$ cat src/rtl/irq_arb_pkg.sv
package irq_arb_pkg;
    localparam int NUM_M    = 4;
    localparam int NUM_PAIR = 5;
    localparam int IDX_W    = $clog2(NUM_M);

    typedef enum logic [IDX_W-1:0] {
        M_CPU = 2'd0,
        M_DMA = 2'd1,
        M_USB = 2'd2,
        M_MAC = 2'd3
    } master_e;

    // last member is bit 0
    typedef struct packed {
        logic mac_fiq;
        logic mac_irq;
        logic usb_fiq;
        logic usb_irq;
        logic dma_fiq;
    } lock_en_t;

    typedef logic [NUM_M-1:0] mvec_t;

    // highest priority first
    localparam master_e PRIO_ORDER [NUM_M] = '{M_DMA, M_MAC, M_USB, M_CPU};

    function automatic mvec_t pick_winner(input mvec_t eligible);
        mvec_t w;
        w = '0;
        for (int k = NUM_M - 1; k >= 0; k--) begin
            if (eligible[PRIO_ORDER[k]]) begin
                w = '0;
                w[PRIO_ORDER[k]] = 1'b1;
            end
        end
        if (w == '0) w[M_CPU] = 1'b1;
        return w;
    endfunction
endpackage

$ cat src/rtl/arb_lock_reg.sv
module arb_lock_reg
    import irq_arb_pkg::*;
(
    input  logic                clk,
    input  logic                rst,
    input  logic                we,
    input  logic [NUM_PAIR-1:0] wdata,
    output lock_en_t            en_q
);
    always_ff @(posedge clk) begin
        if (rst)     en_q <= '0;
        else if (we) en_q <= lock_en_t'(wdata);
    end
endmodule

$ cat src/rtl/arb_lockout.sv
module arb_lockout
    import irq_arb_pkg::*;
(
    input  lock_en_t en,
    input  logic     irq,
    input  logic     fiq,
    output mvec_t    locked
);
    always_comb begin
        locked        = '0;
        locked[M_DMA] = en.dma_fiq & fiq;
        locked[M_USB] = (en.usb_irq & irq) | (en.usb_fiq & fiq);
        locked[M_MAC] = (en.mac_irq & irq) | (en.mac_fiq & fiq);
    end
endmodule

$ cat src/rtl/arb_grant_core.sv
module arb_grant_core
    import irq_arb_pkg::*;
(
    input  logic  clk,
    input  logic  rst,
    input  mvec_t eligible,
    input  logic  done,
    output mvec_t gnt_q
);
    mvec_t gnt_d;
    logic  holder_keeps;

    assign holder_keeps = (|(gnt_q & eligible)) & ~done;

    always_comb begin
        if (holder_keeps) gnt_d = gnt_q;
        else              gnt_d = pick_winner(eligible);
    end

    always_ff @(posedge clk) begin
        if (rst) begin
            gnt_q        <= '0;
            gnt_q[M_CPU] <= 1'b1;
        end else begin
            gnt_q <= gnt_d;
        end
    end
endmodule

$ cat src/rtl/irq_gated_arbiter.sv
module irq_gated_arbiter
    import irq_arb_pkg::*;
(
    input  logic                clk,
    input  logic                rst,
    input  logic [NUM_M-1:0]    req,
    input  logic                irq,
    input  logic                fiq,
    input  logic                xfer_done,
    input  logic                cfg_we,
    input  logic [NUM_PAIR-1:0] cfg_wdata,
    output logic [NUM_M-1:0]    gnt
);
    lock_en_t en_q;
    mvec_t    locked;
    mvec_t    eligible;
    mvec_t    gnt_q;

    arb_lock_reg u_reg (
        .clk   (clk),
        .rst   (rst),
        .we    (cfg_we),
        .wdata (cfg_wdata),
        .en_q  (en_q)
    );

    arb_lockout u_lock (
        .en     (en_q),
        .irq    (irq),
        .fiq    (fiq),
        .locked (locked)
    );

    assign eligible = req & ~locked;

    arb_grant_core u_core (
        .clk      (clk),
        .rst      (rst),
        .eligible (eligible),
        .done     (xfer_done),
        .gnt_q    (gnt_q)
    );

    assign gnt = gnt_q;
endmodule

$ cat config.mk
export PLATFORM = sky130hd
export DESIGN_NAME = irq_gated_arbiter
export DESIGN_NICKNAME = d
export VERILOG_FILES = /design/src/rtl/irq_arb_pkg.sv /design/src/rtl/arb_lock_reg.sv /design/src/rtl/arb_lockout.sv /design/src/rtl/arb_grant_core.sv /design/src/rtl/irq_gated_arbiter.sv
export SDC_FILE = /design/constraint.sdc
export NUM_CORES = 1
export LEC_CHECK = 0
export ABC_AREA = 1
export CAP_MARGIN = 5
export CORE_UTILIZATION = 35
export CTS_CLUSTER_DIAMETER = 80
export DETAILED_ROUTE_END_ITERATION = 6
export GPL_TIMING_DRIVEN = 0
export PLACE_DENSITY = 0.68
export SLEW_MARGIN = 5
export SYNTH_ARGS = -nofsm -noshare
export SYNTH_HDL_FRONTEND = slang
export SYNTH_HIERARCHICAL = 1
export SYNTH_SLANG_ARGS = --single-unit
$ cat constraint.sdc
create_clock -name clk -period 1 [get_ports clk]
set_input_delay 0.1 -clock clk [delete_from_list [all_inputs] [get_ports clk]]
set_output_delay 0.1 -clock clk [all_outputs]
set_load 0.005 [all_outputs]
==> flow_metrics.env <==
export IMPL_status="finished with violations"
export IMPL_violations="negative setup slack"
export IMPL_antenna_found_initial=0
export IMPL_viasPerCell=4.29
export IMPL_crit_end="u_core/gnt_q[3]"
export IMPL_criticalPathCategory="flip-flop to flip-flop"
export IMPL_period_minus_slack_ps=1160
export IMPL_clk_pin_slew_ps=70
export IMPL_htree_levels=1
export IMPL_cp_required_ps=1150
export IMPL_syn_avg_cell_area_sq_um=5.88
export IMPL_syn2layout_area_growth_pct=55.3
export IMPL_cts_sinks=9
export IMPL_cp_max_fo=4
export IMPL_die_area_sq_um=1670
export IMPL_preCtsSetupSlack_ps=-428
export IMPL_finalNonFillerCells=128
export IMPL_clock_path_buffers=2
export IMPL_path_depth=10
export IMPL_io_pins=19
export IMPL_p_seq_share_pct=42.7
export IMPL_drt_wl_total_mm=1.08
export IMPL_hold_buffers=0
export IMPL_drc=0
export IMPL_skew_ps=7.77
export IMPL_portBuffers=17
export IMPL_drv_slew=0
export IMPL_crit_path_start="u_reg/en_q[4]"
export IMPL_dpl_hpwl_microns=771
export IMPL_worst_skew_pair_late_latency_ps=260
export IMPL_cpMostUsedCell="nand2_2"
export IMPL_globalplace_congestion=0.654
export IMPL_dr_pass1_iters=4
export IMPL_critPathLaunchType="flip-flop"
export IMPL_grt_overflow=0
export IMPL_drive_gt1_share_pct=30.1
export IMPL_setup_viol=4
export IMPL_row_count=13
export IMPL_r2r_slack_ps=-160
export IMPL_vdd_ir_drop_max_v=0.000633
export IMPL_drv_cap=0
export IMPL_grt_pass1_vias=444
export IMPL_worst_ep_arrival_time_ps=1310
export IMPL_netSwitchingFraction_pct=29.8
export IMPL_comb_power_share_pct=28.5
export IMPL_cts_root_buf="clkbuf_4"
export IMPL_critPathBufInv=1
export IMPL_crit_path_end_kind="flip-flop"
export IMPL_ys_ff_latch=9
export IMPL_clkPwrFrac_pct=28.8
export IMPL_grt_max_degree=11
export IMPL_yosysUniqueCellTypes=13
export IMPL_p_per_area_nw_per_um2=1170
export IMPL_reg2reg_to="u_core/gnt_q[3]"
export IMPL_finalCritPeriodShare_pct=116
export IMPL_synth_top_area_share_pct=34.0
export IMPL_timing_fmax_ghz=0.864
export IMPL_synth_nets=105
export IMPL_rr_worst_depth=10
export IMPL_ant_nets=0
export IMPL_yosys_warnings=6
export IMPL_p_leak_nw=0.437
export IMPL_syn_inst=90
export IMPL_fin_nets=129
export IMPL_p_switching_w=0.000287
export IMPL_core_area_sq_um=1350
export IMPL_cts_buffers=3
export IMPL_multi_input_area_sq_um=314
export IMPL_cpLargestDelayFamily="simple AND/OR/NAND/NOR gates"
export IMPL_p_int_w=0.000677
export IMPL_power_w=0.000964
export IMPL_track_usage_pct=15.2
export IMPL_hold_viol_final=0
export IMPL_slowest_delay_ps=320
export IMPL_synth_top_cell_by_area="dfxtp_1"
export IMPL_synth_area_top_cells="dfxtp_1 (34%), nand2_1 (18%), inv_1 (13%)"
export IMPL_path_cells="nand2_2, nand2_2, nor2_4, nand2_2, nand2_2, inv_2, nand2_4, nand3_2, nand2_1, nor2_1"
export IMPL_register_area_sq_um=189
export IMPL_rr_startpoint="u_reg/en_q[4]"
export IMPL_synth_area_sq_um=529
export IMPL_start_util_pct=39.2
export IMPL_fill_cells=144
export IMPL_rsz0062_at_grt="yes"
export IMPL_vias=549
export IMPL_grt_pass1_wl_mm=1.64
export IMPL_hp_class="input port to flip-flop"
export IMPL_worst_slack_ps=-158
export IMPL_cp_slowest_cell="dfxtp_2"
export IMPL_timing_hold_ws_ps=103
export IMPL_seq_area_frac_synth_pct=34.0
export IMPL_drtIter0Drc=11
export IMPL_die_h_microns=40.9
export IMPL_n_antenna_cell=0
export IMPL_wl_per_cell_microns=8.40
export IMPL_dp_cells=122
export IMPL_cts_tree="yes"
export IMPL_die_w_microns=40.9
[synthesized netlist by cell type]
cell     number
nand3_1       5
conb_1        1
nor2_4        1
buf_6         1
inv_1        19
dfxtp_1       9
nor2_2        5
nor2_1       18
nand2_1      26
o21ai_0       1
nor3_1        1
nand2_2       2
buf_4         1
[per-layer routing]
layer | wire length [microns] | vias up | global-route usage [%]
li1 | - | 302 | -
met1 | 464 | 229 | 16.1
met3 | 61 | 0 | 4.89
met5 | 0 | - | 0
met4 | 0 | 0 | 7.50
met2 | 549 | 18 | 26.6
[power by group through the flow]
| stage | Sequential, W | Clock (W) | Combinational, W |
|---|---|---|---|
| CTS | 0.000409 | 0.000293 | 0.000247 |
| detailed placement | 0.000414 | 0 | 0.000243 |
| floorplan | 0.000413 | 0 | 0.000137 |
| global route | 0.000414 | 0.000311 | 0.000308 |
| finish | 0.000412 | 0.000278 | 0.000275 |
| global placement | 0.000414 | 0 | 0.000238 |
[flip-flops by register name (all words and copies together), names as in the netlist]
register,flops
u_reg/en_q,5
u_core/gnt_q,4
[logic make-up after synthesis]
family | share of synthesized area (%)
DFF | 34.0
buffers and inverters | 17.0
and+or+nand+nor | 47.3
AOI/OAI and AO/OA | 0.945
other | 0.709
[final cells by class]
type	count	area share (%)
Sequential cell	9	23.0
Multi-Input combinational cell	60	38.2
Timing Repair Buffer	19	22.2
Clock buffer	3	2.74
Clock inverter	1	0.609
Buffer	2	2.28
Tap cell	15	2.28
Inverter	19	8.68
[through the flow]
step / area, sq um / util, % / TNS (ps)
2_1_floorplan: 534 / - / -63.9
3_3_place_gp: 723 / 53.6 / -1670
3_5_place_dp: 723 / 53.6 / -1640
4_1_cts: 769 / 57.0 / -549
5_1_grt: 822 / 60.9 / -854
6_report: 822 / 60.9 / -603
[placed cells by master (no fill, tap or decap)]
cell type        synthesis  routed
nand2_2                  2       7
nand2_4                  0       1
dlymetal6s2s_1           0       1
dfxtp_2                  0       7
nor2_2                   5       1
inv_1                   19      17
nor2_4                   1       5
clkbuf_4                 0       3
o21ai_1                  0       1
conb_1                   1       1
clkdlybuf4s50_1          0      12
inv_2                    0       2
buf_4                    1       3
clkinv_2                 0       1
nor3_1                   1       1
buf_6                    1       1
dlygate4sd2_1            0       4
nand3_2                  0       3
nand2_1                 26      20
nor2_1                  18      18
dfxtp_1                  9       2
nand3_1                  5       2
[worst register-to-register path, cell delays in order, from the launching register on]
cell	delay, ps
dfxtp_2	320
nand2_2	70
nand2_2	60
nor2_4	130
nand2_2	70
nand2_2	100
inv_2	50
nand2_4	80
nand3_2	60
nand2_1	60
nor2_1	30
[worst min-delay path by stage]
stage          startpoint               to  slack (ps)  cells after the start
6_report           cfg_we    u_reg/en_q[2]         100                      3
5_1_grt            cfg_we    u_reg/en_q[3]         120                      3
4_1_cts            cfg_we    u_reg/en_q[2]         100                      3
3_5_place_dp       cfg_we    u_reg/en_q[3]         370                      3
3_3_place_gp       cfg_we    u_reg/en_q[3]         370                      3
2_1_floorplan   xfer_done  u_core/gnt_q[0]         230                      2
[timing repair]
action,4_1_cts,5_1_grt
pin swaps,5,8
gates cloned,0,0
gates resized for setup,14,12
setup endpoints to repair,8,4
buffers inserted,0,2
(Power assumes the default switching activity.)
